===== config.mk =====
export PLATFORM = sky130hd
export DESIGN_NAME = hart_tick_irq
export DESIGN_NICKNAME = d
export VERILOG_FILES = /design/src/rtl/htmr_pkg.sv /design/src/rtl/htmr_decode.sv /design/src/rtl/htmr_prescale.sv /design/src/rtl/htmr_counters.sv /design/src/rtl/hart_tick_irq.sv
export SDC_FILE = /design/constraint.sdc
export NUM_CORES = 1
export LEC_CHECK = 0
export CORE_ASPECT_RATIO = 2
export CORE_MARGIN = 4
export CORE_UTILIZATION = 42
export DETAILED_ROUTE_END_ITERATION = 8
export PLACE_DENSITY = 0.63
export SYNTH_ARGS = -nofsm -noshare
export SYNTH_HDL_FRONTEND = slang
export SYNTH_SLANG_ARGS = --single-unit
export TNS_END_PERCENT = 5

===== constraint.sdc =====
create_clock -name clk -period 5.15 [get_ports clk]
set_input_delay 1.03 -clock clk [delete_from_list [all_inputs] [get_ports clk]]
set_output_delay 1.03 -clock clk [all_outputs]
set_load 0.005 [all_outputs]

===== src/rtl/htmr_pkg.sv =====
`timescale 1ns/1ps
package htmr_pkg;
    localparam int unsigned OFS_W = 16;
    localparam int unsigned DW    = 64;
    localparam int unsigned HW    = DW / 2;

    // register offsets
    localparam logic [OFS_W-1:0] OFS_SOFT    = 16'h0000;
    localparam logic [OFS_W-1:0] OFS_CMP_LO  = 16'h4000;
    localparam logic [OFS_W-1:0] OFS_CMP_HI  = 16'h4004;
    localparam logic [OFS_W-1:0] OFS_TIME_LO = 16'hBFF8;
    localparam logic [OFS_W-1:0] OFS_TIME_HI = 16'hBFFC;

    // size codes
    localparam logic [1:0] SZ_WORD  = 2'd2;
    localparam logic [1:0] SZ_DWORD = 2'd3;

    typedef enum logic [2:0] {
        TGT_NONE,
        TGT_SOFT,
        TGT_CMP_LO,
        TGT_CMP_HI,
        TGT_CMP_ALL,
        TGT_TIME_LO,
        TGT_TIME_HI,
        TGT_TIME_ALL
    } tgt_e;

    typedef enum logic [1:0] {
        ST_IDLE,
        ST_ACK,
        ST_FAULT
    } rsp_state_e;
endpackage


===== src/rtl/htmr_decode.sv =====
`timescale 1ns/1ps
module htmr_decode
    import htmr_pkg::*;
(
    input  logic [OFS_W-1:0] addr_i,
    input  logic [1:0]       size_i,
    input  logic             rd_i,
    input  logic             wr_i,
    output tgt_e             tgt_o,
    output logic             fault_o
);
    tgt_e map;
    logic req;

    always_comb begin
        map = TGT_NONE;
        if (size_i == SZ_DWORD) begin
            if (addr_i == OFS_SOFT)         map = TGT_SOFT;
            else if (addr_i == OFS_CMP_LO)  map = TGT_CMP_ALL;
            else if (addr_i == OFS_TIME_LO) map = TGT_TIME_ALL;
        end else if (size_i == SZ_WORD) begin
            if (addr_i == OFS_SOFT)         map = TGT_SOFT;
            else if (addr_i == OFS_CMP_LO)  map = TGT_CMP_LO;
            else if (addr_i == OFS_CMP_HI)  map = TGT_CMP_HI;
            else if (addr_i == OFS_TIME_LO) map = TGT_TIME_LO;
            else if (addr_i == OFS_TIME_HI) map = TGT_TIME_HI;
        end
    end

    assign req     = rd_i | wr_i;
    assign fault_o = req && ((rd_i && wr_i) || (map == TGT_NONE));
    assign tgt_o   = (req && !fault_o) ? map : TGT_NONE;
endmodule


===== src/rtl/htmr_prescale.sv =====
`timescale 1ns/1ps
module htmr_prescale #(
    parameter int unsigned RETIRE_PER_TICK = 3
) (
    input  logic clk,
    input  logic rst_n,
    input  logic retire_i,
    output logic tick_o
);
    localparam int unsigned CW = (RETIRE_PER_TICK > 1) ? $clog2(RETIRE_PER_TICK) : 1;
    localparam logic [CW-1:0] LAST = CW'(RETIRE_PER_TICK - 1);

    logic [CW-1:0] cnt_q;
    logic          at_last;

    assign at_last = (cnt_q == LAST);

    always_ff @(posedge clk or negedge rst_n) begin
        if (!rst_n) begin
            cnt_q <= '0;
        end else if (retire_i) begin
            cnt_q <= at_last ? '0 : cnt_q + CW'(1);
        end
    end

    assign tick_o = retire_i && at_last;
endmodule


===== src/rtl/htmr_counters.sv =====
`timescale 1ns/1ps
module htmr_counters
    import htmr_pkg::*;
(
    input  logic          clk,
    input  logic          rst_n,
    input  logic          tick_i,
    input  logic [1:0]    time_we_i,
    input  logic [1:0]    cmp_we_i,
    input  logic [HW-1:0] wlo_i,
    input  logic [HW-1:0] whi_i,
    output logic [DW-1:0] time_o,
    output logic [DW-1:0] cmp_o,
    output logic          alarm_o
);
    logic [DW-1:0] time_inc;
    logic          time_hold;

    assign time_inc  = time_o + DW'(1);
    assign time_hold = (time_we_i != 2'b00);

    for (genvar h = 0; h < 2; h++) begin : g_half
        logic [HW-1:0] wd;
        logic [HW-1:0] t_q;
        logic [HW-1:0] c_q;

        assign wd = (h == 0) ? wlo_i : whi_i;

        always_ff @(posedge clk or negedge rst_n) begin
            if (!rst_n) begin
                t_q <= '0;
                c_q <= '0;
            end else begin
                if (time_hold) begin
                    if (time_we_i[h]) t_q <= wd;
                end else if (tick_i) begin
                    t_q <= time_inc[h*HW +: HW];
                end
                if (cmp_we_i[h]) c_q <= wd;
            end
        end
    end

    assign time_o  = {g_half[1].t_q, g_half[0].t_q};
    assign cmp_o   = {g_half[1].c_q, g_half[0].c_q};
    assign alarm_o = (time_o >= cmp_o);
endmodule


===== src/rtl/hart_tick_irq.sv =====
`timescale 1ns/1ps
module hart_tick_irq
    import htmr_pkg::*;
#(
    parameter int unsigned RETIRE_PER_TICK = 3
) (
    input  logic             clk,
    input  logic             rst_n,
    input  logic             retire_i,
    input  logic [OFS_W-1:0] acc_addr_i,
    input  logic [1:0]       acc_size_i,
    input  logic             acc_rd_i,
    input  logic             acc_wr_i,
    input  logic [DW-1:0]    acc_wdata_i,
    output logic [DW-1:0]    acc_rdata_o,
    output logic             acc_vld_o,
    output logic             acc_err_o,
    output logic             timer_irq_o,
    output logic             sw_irq_o
);
    tgt_e          tgt;
    logic          fault;
    logic          tick;
    rsp_state_e    st_q, st_d;
    logic          soft_q;
    logic          soft_we;
    logic [1:0]    time_we, cmp_we;
    logic [HW-1:0] wlo, whi;
    logic [DW-1:0] time_val, cmp_val;
    logic [DW-1:0] rd_val;
    logic [DW-1:0] rdata_q;
    logic          wr_ok;
    logic          rd_ok;

    htmr_decode u_dec (
        .addr_i  (acc_addr_i),
        .size_i  (acc_size_i),
        .rd_i    (acc_rd_i),
        .wr_i    (acc_wr_i),
        .tgt_o   (tgt),
        .fault_o (fault)
    );

    htmr_prescale #(.RETIRE_PER_TICK(RETIRE_PER_TICK)) u_pre (
        .clk      (clk),
        .rst_n    (rst_n),
        .retire_i (retire_i),
        .tick_o   (tick)
    );

    htmr_counters u_cnt (
        .clk       (clk),
        .rst_n     (rst_n),
        .tick_i    (tick),
        .time_we_i (time_we),
        .cmp_we_i  (cmp_we),
        .wlo_i     (wlo),
        .whi_i     (whi),
        .time_o    (time_val),
        .cmp_o     (cmp_val),
        .alarm_o   (timer_irq_o)
    );

    assign wr_ok = acc_wr_i && (tgt != TGT_NONE);
    assign rd_ok = acc_rd_i && (tgt != TGT_NONE);

    // next state: GO_FAULT, GO_ACK, GO_IDLE
    always_comb begin
        st_d = ST_IDLE;
        unique case (st_q)
            ST_IDLE, ST_ACK, ST_FAULT: begin
                if (fault)                 st_d = ST_FAULT;
                else if (tgt != TGT_NONE)  st_d = ST_ACK;
                else                       st_d = ST_IDLE;
            end
            default: st_d = ST_IDLE;
        endcase
    end

    always_ff @(posedge clk or negedge rst_n) begin
        if (!rst_n) st_q <= ST_IDLE;
        else        st_q <= st_d;
    end

    always_comb begin
        acc_vld_o = 1'b0;
        acc_err_o = 1'b0;
        unique case (st_q)
            ST_IDLE:  ;
            ST_ACK:   acc_vld_o = 1'b1;
            ST_FAULT: begin
                acc_vld_o = 1'b1;
                acc_err_o = 1'b1;
            end
            default:  ;
        endcase
    end

    // write steering
    always_comb begin
        soft_we = 1'b0;
        time_we = 2'b00;
        cmp_we  = 2'b00;
        wlo     = acc_wdata_i[HW-1:0];
        whi     = acc_wdata_i[HW-1:0];
        if (wr_ok) begin
            case (tgt)
                TGT_SOFT:     soft_we = 1'b1;
                TGT_CMP_LO:   cmp_we  = 2'b01;
                TGT_CMP_HI:   cmp_we  = 2'b10;
                TGT_CMP_ALL: begin
                    cmp_we = 2'b11;
                    whi    = acc_wdata_i[DW-1:HW];
                end
                TGT_TIME_LO:  time_we = 2'b01;
                TGT_TIME_HI:  time_we = 2'b10;
                TGT_TIME_ALL: begin
                    time_we = 2'b11;
                    whi     = acc_wdata_i[DW-1:HW];
                end
                default: ;
            endcase
        end
    end

    // read selection
    always_comb begin
        rd_val = '0;
        case (tgt)
            TGT_SOFT:     rd_val = {{(DW-1){1'b0}}, soft_q};
            TGT_CMP_LO:   rd_val = {{HW{1'b0}}, cmp_val[HW-1:0]};
            TGT_CMP_HI:   rd_val = {{HW{1'b0}}, cmp_val[DW-1:HW]};
            TGT_CMP_ALL:  rd_val = cmp_val;
            TGT_TIME_LO:  rd_val = {{HW{1'b0}}, time_val[HW-1:0]};
            TGT_TIME_HI:  rd_val = {{HW{1'b0}}, time_val[DW-1:HW]};
            TGT_TIME_ALL: rd_val = time_val;
            default:      rd_val = '0;
        endcase
    end

    always_ff @(posedge clk or negedge rst_n) begin
        if (!rst_n) begin
            soft_q  <= 1'b0;
            rdata_q <= '0;
        end else begin
            if (soft_we) soft_q <= acc_wdata_i[0];
            rdata_q <= rd_ok ? rd_val : '0;
        end
    end

    assign acc_rdata_o = rdata_q;
    assign sw_irq_o    = soft_q;
endmodule


# == Word-level counts from Yosys, hierarchy flattened ==
# Index checks and enable logic that the tools add are counted.
# op_classes
add_sub_neg,2
reduce_logical,19
n_div,0
n_mul,0
n_lt_le_gt_ge,1
n_mux,33
shift,0
bitwise,1
eq_ne,18
# ops
cell,n
64-bit one-hot mux with 7 select lines,1
32-bit two-way mux,8
"64-bit by 1-bit adder with 64-bit output, second input constant",1
64-bit >= comparator,1
64-bit two-way mux,1
3-bit two-way mux,11
"16-bit by 15-bit == test with 1-bit output, second input constant",2
"16-bit == test, second input constant",2
16-bit logical NOT,1
"3-bit == test, second input constant",4
2-bit one-hot mux with 3 select lines,2
2-bit two-way mux,5
"2-bit == test, second input constant",4
"3-bit by 2-bit == test with 1-bit output, second input constant",2
1-bit logical AND,6
1-bit two-way mux,5
"2-bit by 1-bit inequality test with 1-bit output, second input constant",2
2-bit AND reduction,2
2-bit nonzero test,2
2-bit OR reduction,2
"3-bit by 1-bit == test with 1-bit output, second input constant",1
3-bit logical NOT,1
3-bit nonzero test,1
3-bit OR reduction,1
other kinds (6),6
# word_totals
input_bits,87
latchBits,0
output_inout_bits,68
ff_bits,197
mem_bits_ro,0
elab_cells,82
mem_count,0
ram_bits,0

# == Depth between registers and ports, before layout ==
# Gate-level depths: netlist of the first run.
# depth
word_depth,20
depth_mapped,11
depth_no_buf,9

# == Hierarchy ==
# A second synthesis of the first run with hierarchy kept.
# unflattened
hier_cells,1333
area_unflattened_um2,11925.2
# by_module_without_submodules
module,cells_per_inst,area_each_um2,instances
htmr_counters,894,7598.5,1
hart_tick_irq,394,3998.8,1
htmr_decode,37,239.0,1
htmr_prescale,8,88.8,1

# == Worst setup path before layout of the first run ==
# Ideal clock, no wire load.
# synth_timing
path_type,input to register
startpoint,input port acc_addr_i[10]
endpoint,register u_cnt.g_half[1].t_q[31]
stages,8
setup_slack_ns,1.958
setup_time_ns,0.124
n_path_buf,1
arrival_ns,3.068
required_ns,5.026
cell_sequence,nor4_2 a41oi_1 or3_1 and2_1 buf_4 o21ai_1 mux2_1 a211o_1
# synth_via
elab_chain_cells,20
word_cells_on_any_way,38
classes_between,9 x eq/ne; 17 x mux; 12 x reduce/logical
# synth_lines
item,line_no,source
from (decl),hart_tick_irq.sv:10,"input logic [OFS_W-1:0] acc_addr_i,"
16-bit == test,htmr_decode.sv:26,else if (addr_i == OFS_TIME_HI) map = TGT_TIME_HI;
3-bit two-way mux,htmr_decode.sv:26,
3-bit two-way mux,htmr_decode.sv:25,else if (addr_i == OFS_TIME_LO) map = TGT_TIME_LO;
3-bit two-way mux,htmr_decode.sv:24,else if (addr_i == OFS_CMP_HI) map = TGT_CMP_HI;
3-bit two-way mux,htmr_decode.sv:23,else if (addr_i == OFS_CMP_LO) map = TGT_CMP_LO;
3-bit two-way mux,htmr_decode.sv:22,if (addr_i == OFS_SOFT) map = TGT_SOFT;
3-bit two-way mux,htmr_decode.sv:21,end else if (size_i == SZ_WORD) begin
3-bit two-way mux (*),htmr_decode.sv:17,if (size_i == SZ_DWORD) begin
(+4 left out),--,
1-bit logical AND,htmr_decode.sv:32,assign tgt_o = (req && !fault_o) ? map : TGT_NONE;
3-bit two-way mux (*),htmr_decode.sv:32,
3-bit == test or 3-bit nonzero test (tied branches),"hart_tick_irq.sv:107, hart_tick_irq.sv:64",
2-bit one-hot mux with 3 select lines (tied with other cells),hart_tick_irq.sv:107,case (tgt)
2-bit two-way mux or 32-bit two-way mux (tied branches),"hart_tick_irq.sv:106, hart_tick_irq.sv:107",
2-bit nonzero test or 32-bit two-way mux (tied branches),"htmr_counters.sv:20, hart_tick_irq.sv:106",
2-bit by 1-bit inequality test with 1-bit output (no source line) (tied with other cells),--,
2-bit AND reduction (no source line) or 32-bit two-way mux (tied branches),--,
to (signal assigned),htmr_counters.sv:35,if (time_we_i[h]) t_q <= wd;
to (signal assigned),htmr_counters.sv:37,t_q <= time_inc[h*HW +: HW];
to (decl),htmr_counters.sv:24,logic [HW-1:0] t_q;
# Every way passes the cells marked *; elsewhere a longest branch is shown, timed or not. The select of a mux whose other input is x is not followed.
# A chain may end at the register's enable or synchronous reset.

# == Worst setup path after layout of the first run ==
# layout_timing
startpoint,register u_cnt.g_half[0].t_q[4]
endpoint,output port timer_irq_o
# layout_via
elab_chain_cells,1
# layout_lines
item,line_no,source
from (decl),htmr_counters.sv:24,
from (signal assigned),htmr_counters.sv:35,
from (signal assigned),htmr_counters.sv:37,
64-bit >= comparator,htmr_counters.sv:46,assign alarm_o = (time_o >= cmp_o);
to (decl),hart_tick_irq.sv:18,"output logic timer_irq_o,"
# Every way passes these cells.

==> results of run 1 <==
[area by class of cell]
cell class              count  area [um^2]  area share, %
multi-input cells         951         6160           43.1
inverters                  79          297           2.07
clock inverters            13          153           1.07
well taps                 352          440           3.08
clock buffers              19          443           3.10
repair buffers            192         1870           13.1
flip-flops and latches    197         4930           34.5
[metrics by stage]
step / power (mW) / hold WS, ns
2_1_floorplan: 1.76 / 0.455
3_3_place_gp: 1.96 / 0.466
3_5_place_dp: 1.96 / 0.493
4_1_cts: 3.34 / 0.495
5_1_grt: 3.43 / 0.551
6_report: 3.32 / 0.489
[cells by family (layout without fill, tap and decap cells)]
group                    after synthesis  after routing  share of synthesized area, %
AND/OR/NAND/NOR                      409            409                          17.3
buffers and inverters                163            303                          5.81
XOR/XNOR                               2              2                         0.150
flip-flops                           197            197                          42.1
multiplexers                          36             36                          3.12
adder cells (fa/ha/maj)               68             68                          7.25
AO/OA/AOI/OAI                        436            436                          24.2
[layer usage]
layer	wire length [um]	vias to the layer above	global-route usage, %
li1	-	5095	-
met1	15000	5573	29.1
met2	22700	491	49.4
met3	2040	164	3.83
met4	3030	0	19.0
met5	0	-	0
[power groups by stage]
stage                     Combinational, mW  Sequential, mW  Clock, mW
after floorplan                       0.139            1.62          0
after global placement                0.326            1.63          0
after detailed placement              0.328            1.64          0
after CTS                             0.329            1.61       1.41
after global routing                  0.356            1.61       1.46
final                                 0.330            1.61       1.39
[critical path: stages (launching register included)]
cell             delay [ns]
dfrtp_1                0.46
ha_1                   0.35
a21o_1                 0.19
a2111oi_0              0.38
o21ai_1                0.29
a2111oi_4              0.50
buf_4                  0.18
o211ai_1               0.09
nor4_1                 0.18
o21ai_0                0.20
clkdlybuf4s50_1        0.48
[cell usage in the layout (no fill, tap or decap), types with 4 or more instances in the layout]
cell type,n
a22oi_1,30
or3_1,7
nand4_1,29
a21oi_1,105
mux2i_1,32
ha_1,67
a21o_1,12
nor4_2,5
and2_1,5
o21ai_1,65
a211oi_1,24
inv_1,78
nand2_1,113
or4_1,4
a31oi_1,7
clkdlybuf4s50_1,153
o21ai_0,59
nor4_1,7
o211ai_1,6
nor2_1,94
o22ai_1,10
and4_1,9
clkbuf_16,17
and3_1,17
buf_4,35
nor3_1,24
a22o_1,27
o21a_1,7
a222oi_1,5
a221oi_1,33
dfrtp_1,197
a2bb2oi_1,4
nor2b_1,4
nand3_1,71
[timing repair]
item                       4_1_cts  5_1_grt
setup endpoints to repair        1        1
pin swaps                        0        0
gates resized for setup          1        3
[path summary, 6_finish.rpt]
kind | startpoint | end | slack, ns | cells past startpoint
max reg2reg | u_cnt.g_half[0].t_q[5] | u_cnt.g_half[1].t_q[29] | 1.77 | 7
max | u_cnt.g_half[0].t_q[4] | timer_irq_o | 0.36 | 10
max in group asynchronous | rst_n | u_cnt.g_half[0].c_q[18] | 3.36 | 2
min | u_pre.cnt_q[1] | u_pre.cnt_q[1] | 0.49 | 1
min reg2reg | u_pre.cnt_q[1] | u_pre.cnt_q[1] | 0.49 | 1
min in group asynchronous | rst_n | u_pre.cnt_q[0] | 0.70 | 1
[registers in the layout, summed over array words and instances (netlist names)]
signal / flops
u_pre.cnt_q: 2
sw_irq_o: 1
u_cnt.g_half.c_q: 64
st_q: 2
u_cnt.g_half.t_q: 64
acc_rdata_o: 64
==> impl_metrics.csv, run 1 <==
group,metric,value,unit
run_status,outcome,"completed",
cts,cts_hold_buffers,0,
die,rows,86,
cts,cts_tree,"done",
timing,finalHoldViolCount,0,
grt,grt_pass1_wl,65500,um
timing,setup_viol,0,
synthesis,synthTopCellsByArea,"dfrtp_1 (42%), ha_1 (7.2%), a21oi_1 (4.5%), nand2_1 (3.6%), nand3_1 (3.0%)",
timing,setup_ws,0.363,ns
timing,slew_headroom,20.7,%
hold_path,holdCritPathClass,"reg -> reg",
detailed_routing,firstDrtPassIters,6,
power,power_switching,0.885,mW
power,ir_worst_vdd,0.235,mV
synthesis,synth_nets,1465,
critical_path,crit_path_max_fanout,7,
critical_path,cp.arrival,3.76,ns
power,power_density,232,nW/um^2
timing,fin_tns_setup,0,ns
grt,antenna_found_initial,0,
timing,rsz0062_at_grt,"no",
place,place_area,13700,um^2
cts,worst_skew_pair.late_latency,0.47,ns
cts,cts_inserted_buffers,17,
cts,root_buffer,"clkbuf_16",
die,initial_core_util,42.5,%
synthesis,yosys.area.top_type_share,42.1,%
detailed_routing,drtAntennaViolNets,0,
synthesis,syn_inst,1311,
cts,cts_buffer_depth,2,
power,seqPwrFrac,48.4,%
cells_and_area,nNetsFinal,1592,
cells_and_area,n_fill_cell,2656,
synthesis,syn-cell-area,11700,um^2
grt,grt_pass1_vias,11600,
die,die_w,126,um
power,p_sw_share,26.6,%
place,place.gp.congestion,0.936,
timing,finalClockSkew,0.0101,ns
detailed_routing,drc_errors,0,
cells_and_area,n_antenna_cell,0,
place,pre_cts_slack,0.362,ns
synthesis,async_flop_share,100,%
critical_path,path_class,"reg -> out",
timing,fin_crit,4.79,ns
cells_and_area,design_area,14300,um^2
power,clockPowerShare,41.7,%
detailed_routing,drtIter0Drc,966,
critical_path,end_kind,"output pin",
timing,slew_violations,0,
die,core,27500,um^2
synthesis,synth_cell_types,78,
detailed_routing,viasPerCell,6.28,
synthesis,seq_area_frac_synth,42.1,%
grt,grtUsageTotal,27.4,%
synthesis,synth_edf_count,0,
critical_path,cp.required,4.12,ns
synthesis,synth-seq-cells,197,
cts,htree_num_levels,4,
synthesis,synth_most_common_cell,"dfrtp_1",
die,fp.dieH,244,um
critical_path,critPathLaunchType,"flop",
cells_and_area,layout.cells.non_filler,1803,
synthesis,yosysWarnings,0,
cells_and_area,final_util,51.9,%
synthesis,synth_ff_type,"dfrtp_1",
cts,cts_setup_buffers,0,
timing,fmax,209,MHz
cts,cts_sinks,197,
detailed_routing,num_vias,11300,
die,io_pins,155,
run,max-cap-violations,0,
cells_and_area,drive_above_1_share,6.82,%
die,dieArea,30800,um^2
cells_and_area,area_growth,22.1,%
power,intPower,2.44,mW
timing,period_share,92.9,%
place,port_buffers,154,
synthesis,synth_area_per_cell,8.93,um^2
grt,grt_overflow,0,
synthesis,netlist_top_cells_count,"dfrtp_1 (197), nand2_1 (113), a21oi_1 (105)",
grt,grt_max_degree,109,
power,p_leak,5.88,nW
synthesis,synth_top_area_cell,"dfrtp_1",
detailed_routing,wl_per_cell,23.7,um
place,dp.cells,1771,
power,p_comb_share,9.9,%
cts,clk_pin_slew,0.07,ns
timing,tightest_slew,1.19,ns
detailed_routing,wirelength,42700,um
place,dp_hpwl,31000,um
(Power assumes the default switching activity.)
==> run 2: changes to the inputs <==
--- a/config.mk
+++ b/config.mk
@@ -5,11 +5,13 @@
 export SDC_FILE = /design/constraint.sdc
 export NUM_CORES = 1
 export LEC_CHECK = 0
+export CAP_MARGIN = 20
 export CORE_ASPECT_RATIO = 2
 export CORE_MARGIN = 4
 export CORE_UTILIZATION = 42
 export DETAILED_ROUTE_END_ITERATION = 8
 export PLACE_DENSITY = 0.63
+export SLEW_MARGIN = 20
 export SYNTH_ARGS = -nofsm -noshare
 export SYNTH_HDL_FRONTEND = slang
 export SYNTH_SLANG_ARGS = --single-unit
==> constraint.sdc (replaced) <==
create_clock -name clk -period 6.2 [get_ports clk]
set_input_delay 1.24 -clock clk [delete_from_list [all_inputs] [get_ports clk]]
set_output_delay 1.24 -clock clk [all_outputs]
set_load 0.005 [all_outputs]
==> impl_metrics.csv, run 2 (same netlist as run 1, synthesis figures left out) <==
group,metric,value,unit
detailed_routing,wl_per_cell,23.9,um
timing,slew_violations,0,
die,initial_core_util,42.5,%
grt,grt_pass1_wl,65600,um
cts,cts_hold_buffers,0,
timing,period_share,82.9,%
cells_and_area,drive_above_1_share,6.38,%
grt,grtUsageTotal,27.6,%
cts,cts_setup_buffers,0,
cells_and_area,layout.cells.non_filler,1794,
cells_and_area,final_util,51.6,%
critical_path,critPathLaunchType,"flop",
die,rows,86,
hold_path,min_to,"u_pre.cnt_q[1]",
timing,setup_ws,1.06,ns
place,place.gp.congestion,0.948,
timing,tightest_slew,1.01,ns
timing,finalClockSkew,0.0102,ns
cts,htree_num_levels,4,
place,dp_hpwl,30800,um
power,power_density,196,nW/um^2
detailed_routing,num_vias,11400,
cts,root_buffer,"clkbuf_16",
timing,fmax,194,MHz
critical_path,cp.arrival,3.90,ns
critical_path,rrSetupSlack,2.80,ns
cells_and_area,n_antenna_cell,0,
die,die_w,126,um
hold_path,hp-start,"u_pre.cnt_q[1]",
detailed_routing,drtAntennaViolNets,0,
critical_path,r2r_cells,8,
cells_and_area,design_area,14200,um^2
cells_and_area,nNetsFinal,1583,
detailed_routing,viasPerCell,6.36,
critical_path,cp.required,4.96,ns
timing,rsz0062_at_grt,"no",
die,dieArea,30800,um^2
cts,worst_skew_pair.late_latency,0.46,ns
critical_path,end_kind,"output pin",
timing,fin_crit,5.14,ns
cts,cts_inserted_buffers,17,
grt,grt_pass1_vias,11700,
detailed_routing,firstDrtPassIters,6,
timing,finalHoldViolCount,0,
die,core,27500,um^2
power,p_total,2.79,mW
timing,setup_viol,0,
detailed_routing,drc_errors,0,
critical_path,r2r-start,"u_cnt.g_half[0].t_q[1]",
place,place_area,13600,um^2
run,max-cap-violations,0,
place,dp.cells,1761,
power,ir_worst_vdd,0.173,mV
timing,slew_headroom,32.4,%
die,io_pins,155,
cts,cts_buffer_depth,2,
power,p_leak,5.83,nW
timing,fin_tns_setup,0,ns
cts,cts_resized,0,
detailed_routing,wirelength,42800,um
die,fp.dieH,244,um
run_status,outcome,"completed",
hold_path,holdCritPathClass,"reg -> reg",
hold_path,whs_path_depth,1,
grt,grt_overflow,0,
grt,antenna_found_initial,0,
cells_and_area,area_growth,21.4,%
cts,cts_tree,"done",
critical_path,crit_path_max_fanout,7,
cts,clk_pin_slew,0.07,ns
detailed_routing,drtIter0Drc,953,
critical_path,path_class,"reg -> out",
critical_path,worst_r2r_endpoint,"u_cnt.g_half[1].t_q[30]",
timing,whs,0.486,ns
cells_and_area,final_cell_mix,"dfrtp_1 (197), clkdlybuf4s50_1 (153), nand2_1 (113), a21oi_1 (105), nor2_1 (94)",
grt,grt_max_degree,117,
cells_and_area,final_common_cell,"dfrtp_1",
place,pre_cts_slack,1.13,ns
place,port_buffers,154,
cts,cts_sinks,197,
run 2: cell types whose count changed in the layout (fill, tap and decap cells not counted), sizes merged:
cell and delta:
clkinv -5, buf -9, inv +3, clkbuf +2
run 2: area by class of cell:
type                            instances  area [um^2]
Inverter                               79          297
Timing Repair Buffer                  183         1780
Fill cell                            2648        13300
Multi-Input combinational cell        951         6160
Sequential cell                       197         4930
Tap cell                              352          440
Clock buffer                           21          470
Clock inverter                         11          138
run 2: worst max-delay path by stage:
stage	start	end	slack, ns	depth (start not counted)
after floorplan	acc_addr_i[10]	u_cnt.g_half[1].t_q[31]	2.80	8
after global placement	acc_addr_i[14]	u_cnt.g_half[0].c_q[0]	1.16	10
after detailed placement	acc_addr_i[14]	u_cnt.g_half[0].c_q[0]	1.13	10
after CTS	u_cnt.g_half[0].t_q[4]	timer_irq_o	1.05	10
after global routing	u_cnt.g_half[0].t_q[4]	timer_irq_o	0.86	10
final	u_cnt.g_half[0].t_q[4]	timer_irq_o	1.06	10
run 2: routing by layer:
layer	vias up	part of all wire [%]	GRT usage [%]
met5	-	0	0
met4	0	6.7	17.6
met3	170	5.0	3.54
met2	534	54	50.3
met1	5613	35	29.4
li1	5085	-	-
run 2: report_power, final:
group / switching (mW) / leakage, nW / internal, mW
sequential: 0.0319 / 2.54 / 1.30
combinational: 0.167 / 3.00 / 0.105
clock: 0.547 / 0.289 / 0.636
run 2: worst max-delay path: stages, from the launching register on:
cell,delay [ns]
dfrtp_1,0.47
ha_1,0.34
a21o_1,0.18
a2111oi_0,0.37
o21ai_0,0.32
a2111oi_0,0.56
buf_4,0.21
o211ai_1,0.09
nor4_1,0.21
o21ai_0,0.20
clkdlybuf4s50_1,0.48
